==> src/rtl/pwrsup_pkg.sv <==
package pwrsup_pkg;

    typedef enum logic [2:0] {
        PS_DOWN        = 3'd0,
        PS_AWAIT_MAX   = 3'd1,
        PS_RECOVER     = 3'd2,
        PS_BOOT_CHECK  = 3'd3,
        PS_ACTIVE      = 3'd4,
        PS_SCHED_CHECK = 3'd5
    } pwrsup_state_e;

    function automatic int unsigned cnt_width(input int unsigned a, input int unsigned b);
        int unsigned m;
        m = (a > b) ? a : b;
        return (m < 2) ? 1 : $clog2(m);
    endfunction

endpackage

==> src/rtl/pwrsup_tickcnt.sv <==
module pwrsup_tickcnt #(
    parameter int unsigned CW   = 8,
    parameter int unsigned MAXV = 100
) (
    input  logic          clk,
    input  logic          rst_n,
    input  logic          clr,
    input  logic          inc,
    output logic [CW-1:0] cnt
);

    always_ff @(posedge clk or negedge rst_n) begin
        if (!rst_n) begin
            cnt <= '0;
        end else if (clr) begin
            cnt <= '0;
        end else if (inc) begin
            cnt <= cnt + 1'b1;
        end
    end

    // the tick count never runs past the longest terminal value
    a_r6_cnt_in_range: assert property (@(posedge clk) disable iff (!rst_n)
        (32'(cnt) < MAXV));

endmodule

==> src/rtl/pwrsup_bflag.sv <==
module pwrsup_bflag #(
    parameter int unsigned BL_BIT = 4
) (
    input  logic       clk,
    input  logic       rst_n,
    input  logic       load,
    input  logic       din,
    output logic       flag,
    output logic       upd,
    output logic [7:0] field
);

    always_ff @(posedge clk or negedge rst_n) begin
        if (!rst_n) begin
            flag <= 1'b0;
            upd  <= 1'b0;
        end else begin
            upd <= load;
            if (load) begin
                flag <= din;
            end
        end
    end

    for (genvar gi = 0; gi < 8; gi++) begin : g_field
        if (gi == BL_BIT) begin : g_bl
            assign field[gi] = flag;
        end else begin : g_zero
            assign field[gi] = 1'b0;
        end
    end

    // the stored result moves only in a cycle flagged as an update
    a_r9_flag_hold: assert property (@(posedge clk) disable iff (!rst_n)
        !upd |-> (flag == $past(flag)));

endmodule

==> src/rtl/pwrsup_fsm.sv <==
module pwrsup_fsm
    import pwrsup_pkg::*;
#(
    parameter int unsigned TREC_TICKS     = 100,
    parameter int unsigned INTERVAL_TICKS = 86400,
    parameter int unsigned CW             = 17
) (
    input  logic          clk,
    input  logic          rst_n,
    input  logic          supply_low,
    input  logic          supply_ok,
    input  logic          tick,
    input  logic [CW-1:0] cnt,
    output logic          cnt_clr,
    output logic          cnt_inc,
    output logic          bat_load,
    output logic          rst_pd_en
);

    localparam logic [CW-1:0] TREC_LAST = CW'(TREC_TICKS - 1);
    localparam logic [CW-1:0] INTV_LAST = CW'(INTERVAL_TICKS - 1);

    pwrsup_state_e state, state_nx;

    always_ff @(posedge clk or negedge rst_n) begin
        if (!rst_n) begin
            state <= PS_DOWN;
        end else begin
            state <= state_nx;
        end
    end

    always_comb begin
        state_nx = state;
        if (supply_low) begin
            state_nx = PS_DOWN;
        end else begin
            unique case (state)
                PS_DOWN:        state_nx = PS_AWAIT_MAX;
                PS_AWAIT_MAX:   if (supply_ok) state_nx = PS_RECOVER;
                PS_RECOVER: begin
                    if (!supply_ok)                      state_nx = PS_AWAIT_MAX;
                    else if (tick && cnt == TREC_LAST)   state_nx = PS_BOOT_CHECK;
                end
                PS_BOOT_CHECK:  state_nx = supply_ok ? PS_ACTIVE : PS_AWAIT_MAX;
                PS_ACTIVE:      if (tick && cnt == INTV_LAST) state_nx = PS_SCHED_CHECK;
                PS_SCHED_CHECK: if (supply_ok) state_nx = PS_ACTIVE;
                default:        state_nx = PS_DOWN;
            endcase
        end
    end

    always_comb begin
        rst_pd_en = 1'b1;
        bat_load  = 1'b0;
        cnt_inc   = 1'b0;
        cnt_clr   = (state_nx != state);
        unique case (state)
            PS_DOWN, PS_AWAIT_MAX: ;
            PS_RECOVER:     cnt_inc = tick;
            PS_BOOT_CHECK:  bat_load = supply_ok && !supply_low;
            PS_ACTIVE: begin
                rst_pd_en = 1'b0;
                cnt_inc   = tick;
            end
            PS_SCHED_CHECK: begin
                rst_pd_en = 1'b0;
                bat_load  = supply_ok && !supply_low;
            end
            default: ;
        endcase
        if (supply_low) begin
            rst_pd_en = 1'b1;
        end
    end

    // a trip pulls the reset line in the same cycle
    a_r1_trip_pulls_reset: assert property (@(posedge clk) disable iff (!rst_n)
        supply_low |-> rst_pd_en);

    // release happens only out of the boot-check cycle
    a_r3_release_after_boot_check: assert property (@(posedge clk) disable iff (!rst_n)
        $fell(rst_pd_en) |-> ($past(state) == PS_BOOT_CHECK));

    // losing the upper level in recovery falls back to waiting
    a_r4_recover_fallback: assert property (@(posedge clk) disable iff (!rst_n)
        (state == PS_RECOVER && !supply_ok && !supply_low) |=> (state == PS_AWAIT_MAX));

endmodule

==> src/rtl/pwr_supervisor.sv <==
module pwr_supervisor
    import pwrsup_pkg::*;
#(
    parameter int unsigned TREC_TICKS     = 100,
    parameter int unsigned INTERVAL_TICKS = 86400,
    parameter int unsigned BL_BIT         = 4
) (
    input  logic       clk,
    input  logic       rst_n,
    input  logic       supply_low,
    input  logic       supply_ok,
    input  logic       batt_low,
    input  logic       tick,
    output logic       rst_pd_en,
    output logic       bl_flag,
    output logic       bl_upd,
    output logic [7:0] flags_bl_field
);

    localparam int unsigned CW   = cnt_width(TREC_TICKS, INTERVAL_TICKS);
    localparam int unsigned MAXV = (TREC_TICKS > INTERVAL_TICKS) ? TREC_TICKS : INTERVAL_TICKS;

    logic [CW-1:0] cnt;
    logic          cnt_clr;
    logic          cnt_inc;
    logic          bat_load;

    pwrsup_fsm #(
        .TREC_TICKS    (TREC_TICKS),
        .INTERVAL_TICKS(INTERVAL_TICKS),
        .CW            (CW)
    ) u_fsm (
        .clk       (clk),
        .rst_n     (rst_n),
        .supply_low(supply_low),
        .supply_ok (supply_ok),
        .tick      (tick),
        .cnt       (cnt),
        .cnt_clr   (cnt_clr),
        .cnt_inc   (cnt_inc),
        .bat_load  (bat_load),
        .rst_pd_en (rst_pd_en)
    );

    pwrsup_tickcnt #(
        .CW  (CW),
        .MAXV(MAXV)
    ) u_cnt (
        .clk  (clk),
        .rst_n(rst_n),
        .clr  (cnt_clr),
        .inc  (cnt_inc),
        .cnt  (cnt)
    );

    pwrsup_bflag #(
        .BL_BIT(BL_BIT)
    ) u_flag (
        .clk  (clk),
        .rst_n(rst_n),
        .load (bat_load),
        .din  (batt_low),
        .flag (bl_flag),
        .upd  (bl_upd),
        .field(flags_bl_field)
    );

    // an update always follows a cycle of good, untripped supply
    a_r8_update_needs_good_supply: assert property (@(posedge clk) disable iff (!rst_n)
        bl_upd |-> ($past(supply_ok) && !$past(supply_low)));

endmodule

==> config.mk <==
export PLATFORM = sky130hd
export DESIGN_NAME = pwr_supervisor
export DESIGN_NICKNAME = d
export VERILOG_FILES = /design/src/rtl/pwrsup_pkg.sv /design/src/rtl/pwrsup_tickcnt.sv /design/src/rtl/pwrsup_bflag.sv /design/src/rtl/pwrsup_fsm.sv /design/src/rtl/pwr_supervisor.sv
export SDC_FILE = /design/constraint.sdc
export NUM_CORES = 1
export LEC_CHECK = 0
export BUFFER_PORTS_ARGS = -buffer_cell sky130_fd_sc_hd__buf_4
export CORE_UTILIZATION = 58
export DETAILED_ROUTE_END_ITERATION = 10
export PLACE_DENSITY = 0.8
export SYNTH_ARGS = -nofsm -noshare
export SYNTH_HDL_FRONTEND = slang
export SYNTH_SLANG_ARGS = --single-unit
==> constraint.sdc <==
create_clock -name clk -period 3.5 [get_ports clk]
set_input_delay 0.525 -clock clk [delete_from_list [all_inputs] [get_ports clk]]
set_output_delay 0.525 -clock clk [all_outputs]
set_load 0.1 [all_outputs]
==> results of run 1 <==
==> Yosys cell counts (all sizes together) (2+ instances only) <==
library cell | n | area [um2]
nor3 | 25 | 180
dfrtp | 22 | 551
xnor2 | 13 | 114
buf | 12 | 98.8
nand2 | 11 | 41.3
nor2 | 10 | 37.5
nand3 | 6 | 30.0
a21oi | 5 | 28.8
xor2 | 5 | 43.8
inv | 4 | 15.0
nor4 | 4 | 31.3
o21ai | 3 | 15.0
and4 | 2 | 17.5
and4b | 2 | 20.0
nand2b | 2 | 12.5
nand4 | 2 | 12.5
==> kinds of logic after synthesis <==
family,count (synthesis),synth area share [%]
AO/OA/AOI/OAI,11,6.38
XOR/XNOR,18,11.2
adder cells (fa/ha/maj),1,0.886
buffers and inverters,18,8.95
flip-flops,22,39.0
multiplexers,2,1.51
other,1,0.266
AND/OR/NAND/NOR,72,31.8
==> critical path, stage by stage, from the launching register on <==
cell     delay [ns]
dfrtp_1        0.58
or2b_2         0.37
or2_2          0.29
buf_4          0.24
==> metrics by stage <==
stage          total power, mW  worst slack (ns)  instances  cell area, um2
6_report                 0.548              1.18        180            1480
3_3_place_gp             0.408              1.44        176            1440
4_1_cts                  0.552              1.18        180            1480
5_1_grt                  0.569              1.11        180            1480
2_1_floorplan            0.396              1.42        151            1430
3_5_place_dp             0.410              1.38        176            1440
==> layout make-up <==
| class | count | area [um2] | area share [%] |
|---|---|---|---|
| multi-input cells | 111 | 757 | 51.3 |
| flip-flops and latches | 22 | 551 | 37.3 |
| clock buffers | 4 | 36.3 | 2.46 |
| inverters | 4 | 15.0 | 1.02 |
| repair buffers | 11 | 82.6 | 5.59 |
| well taps | 28 | 35.0 | 2.37 |
==> report_power, final <==
part / internal [mW] / switching [mW] / leakage, nW
Sequential: 0.259 / 0.00795 / 0.304
Clock: 0.0637 / 0.0793 / 0.0210
Combinational: 0.0276 / 0.111 / 0.259
==> flip-flops by register name (all words and copies together) (netlist names) <==
name	count
u_cnt.cnt	17
u_fsm.state	3
u_flag.flag	1
u_flag.upd	1
==> how the worst min path moves through the flow <==
stage	slack (ns)	endpoint	startpoint
6_report	0.07	u_flag.upd	rst_n
5_1_grt	0.07	u_flag.upd	rst_n
4_1_cts	0.07	u_flag.upd	rst_n
3_5_place_dp	0.42	u_flag.upd	rst_n
3_3_place_gp	0.42	u_flag.upd	rst_n
2_1_floorplan	0.23	u_cnt.cnt[0]	rst_n
==> per-layer routing <==
metal | up-vias | part of all wire, %
li1 | 508 | -
met1 | 490 | 46
met2 | 20 | 49
met3 | 5 | 4.0
met4 | 0 | 1.8
met5 | - | 0
==> flow_summary.json, run 1 <==
{
  "period_share_pct": 66.2,
  "synth_cell_types": 38,
  "clock_skew_ns": 0.00143,
  "async_flop_share_pct": 100,
  "met3_usage_pct": 6.25,
  "numPortBuffers": 9,
  "final_cell_mix": "dfrtp_1 (22), nor3_1 (14), xnor2_1 (13)",
  "num_rows": 17,
  "die_area_mm2": 0.00263,
  "min_period_ns": 2.32,
  "dr.pass1.iters": 4,
  "cts.repair.resized": 0,
  "required_ns": 2.97,
  "maxCapViolations": 0,
  "nets": 160,
  "cp.arrival_ns": 1.79,
  "synth_edf_count": 0,
  "drt-total-wl_um": 2610,
  "worstReg2RegStart": "u_fsm.state[1]",
  "tns_ns": 0,
  "min_path_type": "in2async",
  "clkTransAtPathRegs_ns": 0.12,
  "overflow": 0,
  "wl_per_cell_um": 14.5,
  "syn_to_final_growth_pct": 4.61,
  "tritoncts": "yes",
  "synth.avg_cell_area_um2": 9.73,
  "max_freq_mhz": 431,
  "max-vdd-ir-drop_mv": 0.338,
  "numCtsBuffers": 3,
  "r2r-end": "u_cnt.cnt[5]",
  "drt_iter0_drc": 24,
  "reg2reg_slack_ns": 1.33,
  "grt_first_pass_wirelength_um": 4760,
  "vias_per_cell": 5.68,
  "yosys_warnings": 0,
  "ff2ff_path_depth": 6,
  "syn_area_mm2": 0.00141,
  "leakagePower_nw": 0.584,
  "worst_slew_pin_slew_ns": 0.539,
  "io_pins": 17,
  "crit_path_start_kind": "register",
  "ant_nets": 0,
  "hpwl_um": 1850,
  "crit_end": "rst_pd_en",
  "rsz0062_at_grt": "no",
  "place_congestion": 0.785,
  "grt_pass1_vias": 996,
  "cts_hold_buffers": 0,
  "fillCellCount": 191,
  "slew_headroom_pct": 63.6,
  "cts-root-buf": "clkbuf_4",
  "htreeDepth": 1,
  "vias": 1023,
  "utilization_pct": 65.5,
  "clock_sinks": 22,
  "antenna_found_initial": 0,
  "setup_viol": 0,
  "layout_commonest_cell": "dfrtp_1",
  "cts_buffer_depth": 2,
  "status": "completed",
  "drc_errors": 0,
  "synth-main-ff-cell": "dfrtp_1",
  "ys_seq_elements": 22,
  "met2_usage_pct": 41.7,
  "crit_type": "reg2out",
  "met1_usage_pct": 32.6,
  "syn_inst": 145,
  "grt-busiest-layer": "met2",
  "crit_start": "u_fsm.state[2]",
  "cts_setup_buffers": 0,
  "grt_start_max_net_pins": 23,
  "die_y_um": 51.3,
  "hold_violations": 0,
  "cp-end-kind": "output pin",
  "hold-worst-slack_ns": 0.0672,
  "synth.yosys.seq_area_share_pct": 39.0,
  "layout-drive-gt1-share_pct": 22.4,
  "die_w_um": 51.3,
  "worst-path-max-fanout": 11,
  "worst_skew_pair.late_latency_ns": 0.32,
  "core_area_mm2": 0.00225,
  "start_util_pct": 62.6,
  "diodes": 0,
  "power.density_mw_per_mm2": 371,
  "grt_use_total_pct": 25.5,
  "drv_slew": 0
}
No activity file was read; power rests on OpenSTA's default activity.
==> run 2: changes to the inputs <==
--- a/config.mk
+++ b/config.mk
@@ -6,9 +6,9 @@
 export NUM_CORES = 1
 export LEC_CHECK = 0
 export BUFFER_PORTS_ARGS = -buffer_cell sky130_fd_sc_hd__buf_4
-export CORE_UTILIZATION = 58
+export CORE_UTILIZATION = 57
 export DETAILED_ROUTE_END_ITERATION = 10
-export PLACE_DENSITY = 0.8
+export PLACE_DENSITY = 0.78
 export SYNTH_ARGS = -nofsm -noshare
 export SYNTH_HDL_FRONTEND = slang
 export SYNTH_SLANG_ARGS = --single-unit
==> constraint.sdc (replaced) <==
create_clock -name clk -period 2.14 [get_ports clk]
set_input_delay 0.321 -clock clk [delete_from_list [all_inputs] [get_ports clk]]
set_output_delay 0.321 -clock clk [all_outputs]
set_load 0.1 [all_outputs]
==> run 2 against run 1 <==
Against the previous run: die area up 1.7%; register-to-register slack worse by 1.2 ns; power up 80%; combinational power up 72%; sequential power up 63%; count of clock-buffer cells in the layout down 1; via count up 3.4%; worst setup slack worse by 1.0 ns; non-clock buffer count up 5; global-route usage down 0.80 points; critical path type unchanged.
==> flow_summary.json, run 2 (synthesis gave the netlist of run 1 again) <==
{
  "slowest_stage": "dfrtp_1",
  "htreeDepth": 1,
  "top_register": "u_cnt.cnt",
  "tns_ns": 0,
  "die_area_mm2": 0.00268,
  "max-vdd-ir-drop_mv": 0.554,
  "num_rows": 17,
  "combinationalPowerShare_pct": 24.0,
  "switching_power_uw": 322,
  "hold_violations": 0,
  "clock_skew_ns": 0.00407,
  "crit_buf_inv": 1,
  "layout_commonest_cell": "dfrtp_1",
  "hpwl_um": 2040,
  "final_cell_mix": "dfrtp_1 (22), buf_4 (15), nor3_1 (14), xnor2_1 (13)",
  "cts_setup_buffers": 0,
  "p_seq_share_pct": 44.0,
  "io_pins": 17,
  "crit_type": "reg2out",
  "vias_per_cell": 5.72,
  "cts_hold_buffers": 1,
  "fillCellCount": 183,
  "overflow": 0,
  "die_w_um": 51.8,
  "met2_usage_pct": 43.1,
  "layout-drive-gt1-share_pct": 24.2,
  "min_path_type": "in2reg",
  "period_share_pct": 92.4,
  "die_y_um": 51.8,
  "leakagePower_nw": 0.615,
  "grt_first_pass_wirelength_um": 4670,
  "crit_chain": "or2b_2 -> or2_2 -> buf_4",
  "reg.largest.list": "u_cnt.cnt (17), u_fsm.state (3)",
  "utilization_pct": 67.3,
  "numCtsBuffers": 3,
  "status": "completed",
  "largest_reg_flops": 17,
  "power.density_mw_per_mm2": 643,
  "stdcell_count": 185,
  "drc_errors": 0,
  "start_util_pct": 62.0,
  "cts.repair.resized": 0,
  "cts_buffer_depth": 2,
  "cpPeakStageDelay_ns": 0.47,
  "worst_slew_pin_slew_ns": 0.546,
  "crit_path_start_kind": "register",
  "clock_sinks": 22,
  "clkTransAtPathRegs_ns": 0.12,
  "clkPwrFrac_pct": 32.0,
  "cts-root-buf": "clkbuf_4",
  "numPortBuffers": 9,
  "post-place-cells": 180,
  "maxCapViolations": 0,
  "met3_usage_pct": 3.51,
  "grt_pass1_vias": 995,
  "grt-busiest-layer": "met2",
  "critical_path.top_delay_family": "simple AND/OR/NAND/NOR gates",
  "worst-path-max-fanout": 7,
  "reg2reg_slack_ns": 0.18,
  "p_int_uw": 664,
  "vias": 1058,
  "min_period_ns": 1.98,
  "wl_per_cell_um": 15.1,
  "swShare_pct": 32.7,
  "rsz0062_at_grt": "no",
  "tritoncts": "yes",
  "worst_skew_pair.late_latency_ns": 0.31,
  "slew_headroom_pct": 63.1,
  "nets": 165,
  "antenna_found_initial": 0,
  "grt_start_max_net_pins": 23,
  "met1_usage_pct": 31.3,
  "cp.arrival_ns": 1.66,
  "syn_to_final_growth_pct": 8.60,
  "drt-total-wl_um": 2800,
  "place_congestion": 0.933,
  "drv_slew": 0,
  "required_ns": 1.82,
  "diodes": 0,
  "max_freq_mhz": 506,
  "drt_iter0_drc": 23,
  "grt_use_total_pct": 24.7,
  "core_area_mm2": 0.00228,
  "dr.pass1.iters": 4,
  "ant_nets": 0,
  "setup_viol": 0,
  "cp-end-kind": "output pin"
}
==> run 2: cell count changes in the layout (fill, tap and decap cells not counted) <==
cell	previous run	this run
dlygate4sd3_1	0	1
clkbuf_8	1	0
buf_4	11	15
bufinv_16	0	1
==> run 2: per-layer routing <==
| metal | vias up | wire, um |
|---|---|---|
| li1 | 519 | - |
| met1 | 504 | 1200 |
| met2 | 33 | 1450 |
| met3 | 2 | 137 |
| met4 | 0 | 17 |
| met5 | - | 0 |
==> run 2: final cells by class <==
cell class	instances	area [um2]	share of cell area, %
multi-input cells	111	757	49.4
well taps	28	35.0	2.29
repair buffers	16	123	8.00
flip-flops and latches	22	551	35.9
clock buffers	3	22.5	1.47
inverters	4	15.0	0.980
clock inverters	1	30.0	1.96
==> run 2: metrics by stage <==
step                area, um2  hold WS, ns  power [mW]  setup WS (ns)
floorplan                1430       0.0254       0.647         0.0602
global placement         1470        0.221       0.674          0.228
detailed placement       1470        0.225       0.678          0.207
CTS                      1530        0.224       0.997          0.152
global route             1530        0.223        1.02         0.0732
finish                   1530        0.228       0.986          0.163
==> run 2: final timing paths <==
path | from | endpoint | cells after the start
setup / recovery | u_fsm.state[1] | rst_pd_en | 3
hold / removal | supply_low | u_flag.upd | 2
setup reg to reg | u_fsm.state[2] | u_cnt.cnt[2] | 6
hold reg to reg | u_flag.flag | u_flag.flag | 1
max in group asynchronous | rst_n | u_cnt.cnt[7] | 2
min in group asynchronous | rst_n | u_flag.upd | 2
==> run 2: power by group through the flow <==
stage                     Sequential, mW  Clock (mW)  Combinational (mW)
final                              0.434       0.315               0.237
after global routing               0.435       0.340               0.249
after CTS                          0.434       0.326               0.238
after detailed placement           0.442           0               0.236
after global placement             0.441           0               0.233
after floorplan                    0.471           0               0.176
==> run 3: changes to the inputs <==
--- a/config.mk
+++ b/config.mk
@@ -6,9 +6,12 @@
 export NUM_CORES = 1
 export LEC_CHECK = 0
 export BUFFER_PORTS_ARGS = -buffer_cell sky130_fd_sc_hd__buf_4
-export CORE_UTILIZATION = 57
+export CELL_PAD_IN_SITES_DETAIL_PLACEMENT = 1
+export CELL_PAD_IN_SITES_GLOBAL_PLACEMENT = 1
+export CORE_MARGIN = 2
+export CORE_UTILIZATION = 44
 export DETAILED_ROUTE_END_ITERATION = 10
-export PLACE_DENSITY = 0.78
+export PLACE_DENSITY_LB_ADDON = 0.1
 export SYNTH_ARGS = -nofsm -noshare
 export SYNTH_HDL_FRONTEND = slang
 export SYNTH_SLANG_ARGS = --single-unit
==> run 3 against run 2 <==
Against the previous run: via count rose by 0.28%; die area rose by 37%; critical path depth did not move; cell count rose by 8.6%; maximum frequency fell by 0.21%; sequential power barely moved; worst setup slack got worse by 0.0042 ns; combinational power rose by 2%; first-iteration DRC count fell by 13%.
==> flow_summary.json, run 3 (synthesis gave the netlist of run 1 again) <==
{
  "tns_ns": 0,
  "post-place-cells": 196,
  "drc_errors": 0,
  "die_area_mm2": 0.00368,
  "numCtsBuffers": 3,
  "status": "completed",
  "reg2reg_slack_ns": 0.18,
  "maxCapViolations": 0,
  "rsz0062_at_grt": "no",
  "combinationalPowerShare_pct": 26.4,
  "hold_violations": 0,
  "min_path_type": "in2reg",
  "dr.pass1.iters": 4,
  "cts-root-buf": "clkbuf_4",
  "top_layer_used": "met4",
  "setup_viol": 0,
  "drt-total-wl_um": 3050,
  "p_int_uw": 582,
  "vias_per_cell": 5.28,
  "max_freq_mhz": 505,
  "switching_power_uw": 335,
  "finalInstanceArea_mm2": 0.00155,
  "vias": 1061,
  "required_ns": 1.82,
  "route.met2.wl_um": 1500,
  "worst-path-max-fanout": 8,
  "stdcell_count": 201,
  "cp-end-kind": "output pin",
  "reg.largest.list": "u_cnt.cnt (17), u_fsm.state (3)",
  "hpwl_um": 2310,
  "top_register": "u_cnt.cnt",
  "period_share_pct": 92.6,
  "layout_commonest_cell": "dfrtp_1",
  "diodes": 0,
  "utilization_pct": 50.7,
  "worst_slew_pin_slew_ns": 0.551,
  "clock_sinks": 22,
  "drt_iter0_drc": 20,
  "ff2ff_path_depth": 6,
  "numPortBuffers": 9,
  "cts_setup_buffers": 0,
  "num_rows": 20,
  "worst_skew_pair.late_latency_ns": 0.32,
  "hold_path.startpoint": "supply_low",
  "die_w_um": 60.6,
  "crit_path_start_kind": "register",
  "io_pins": 17,
  "nets": 165,
  "grt_start_max_net_pins": 23,
  "core_area_mm2": 0.00305,
  "start_util_pct": 46.2,
  "swShare_pct": 36.5,
  "clkPwrFrac_pct": 26.1,
  "htreeDepth": 1,
  "crit_type": "reg2out",
  "cts_buffer_depth": 2,
  "final_cell_mix": "dfrtp_1 (22), nor3_1 (14), buf_4 (14), xnor2_1 (13)",
  "clkTransAtPathRegs_ns": 0.12,
  "r2r-end": "u_cnt.cnt[5]",
  "max-vdd-ir-drop_mv": 0.366,
  "die_y_um": 60.6,
  "p_seq_share_pct": 47.5,
  "min_period_ns": 1.98,
  "grt_use_total_pct": 19.6,
  "pre_cts_ws_ns": 0.182,
  "syn_to_final_growth_pct": 9.75,
  "worstHoldPathCells": 2,
  "wl_per_cell_um": 15.2,
  "layout-drive-gt1-share_pct": 24.2,
  "cp.arrival_ns": 1.66,
  "tritoncts": "yes",
  "worstReg2RegStart": "u_fsm.state[2]",
  "setup_slack_ns": 0.159,
  "grt_first_pass_wirelength_um": 5240,
  "power.density_mw_per_mm2": 592,
  "wl_met3_um": 60,
  "antenna_found_initial": 0,
  "drv_slew": 0,
  "largest_reg_flops": 17,
  "leakagePower_nw": 0.614,
  "hold-path-endpoint": "u_flag.upd",
  "clock_skew_ns": 0.00281,
  "grt_pass1_vias": 1075,
  "overflow": 0,
  "fillCellCount": 366,
  "place_congestion": 0.766,
  "wl_met1_um": 1430,
  "slew_headroom_pct": 62.8,
  "ant_nets": 0,
  "postPlaceCellArea_mm2": 0.00150
}
## run 3: cell types whose count changed in the layout (fill, tap and decap cells not counted)
cell / delta
buf_12: +1
buf_4: -1
bufinv_16: -1
clkbuf_8: +1
## run 3: routing by layer
metal	up-vias	track usage (%)
met5	-	0
met4	0	7.45
met3	5	2.56
met2	10	31.5
met1	527	27.1
li1	519	-
## run 3: what timing repair did
item,in CTS,in global routing
gates resized for setup,0,0
endpoints found under the hold margin,22,0
hold buffers,1,0
## run 3: worst max path at each step
stage	startpoint	to	slack [ns]	cells after the start
6_report	u_fsm.state[1]	rst_pd_en	0.16	3
5_1_grt	u_fsm.state[0]	u_cnt.cnt[4]	0.06	6
4_1_cts	u_fsm.state[1]	rst_pd_en	0.14	3
3_5_place_dp	u_fsm.state[2]	u_cnt.cnt[4]	0.18	6
3_3_place_gp	u_fsm.state[2]	u_cnt.cnt[7]	0.23	6
2_1_floorplan	u_fsm.state[2]	u_cnt.cnt[0]	0.06	7
## run 3: stage by stage
step                hold WS, ns  power (mW)
floorplan                0.0254       0.647
global placement          0.231       0.682
detailed placement        0.231       0.686
CTS                       0.209       0.928
global route              0.218       0.962
finish                    0.213       0.918
## run 3: layout make-up
| class | count | area (um2) | area share, % |
|---|---|---|---|
| Timing Repair Buffer | 16 | 135 | 8.72 |
| Multi-Input combinational cell | 111 | 757 | 48.9 |
| Clock buffer | 4 | 36.3 | 2.34 |
| Sequential cell | 22 | 551 | 35.5 |
| Inverter | 4 | 15.0 | 0.969 |
| Tap cell | 44 | 55.1 | 3.55 |
## run 3: critical path, stage by stage (launching register included)
cell and delay [ns]:
dfrtp_1 0.48, or2b_2 0.34, or2_2 0.29, buf_4 0.24
## run 3: power by group through the flow
stage,registers [mW],logic (mW),clock network [mW]
2_1_floorplan,0.471,0.176,0
3_3_place_gp,0.442,0.240,0
3_5_place_dp,0.444,0.242,0
4_1_cts,0.436,0.244,0.248
5_1_grt,0.438,0.256,0.267
6_report,0.435,0.242,0.240
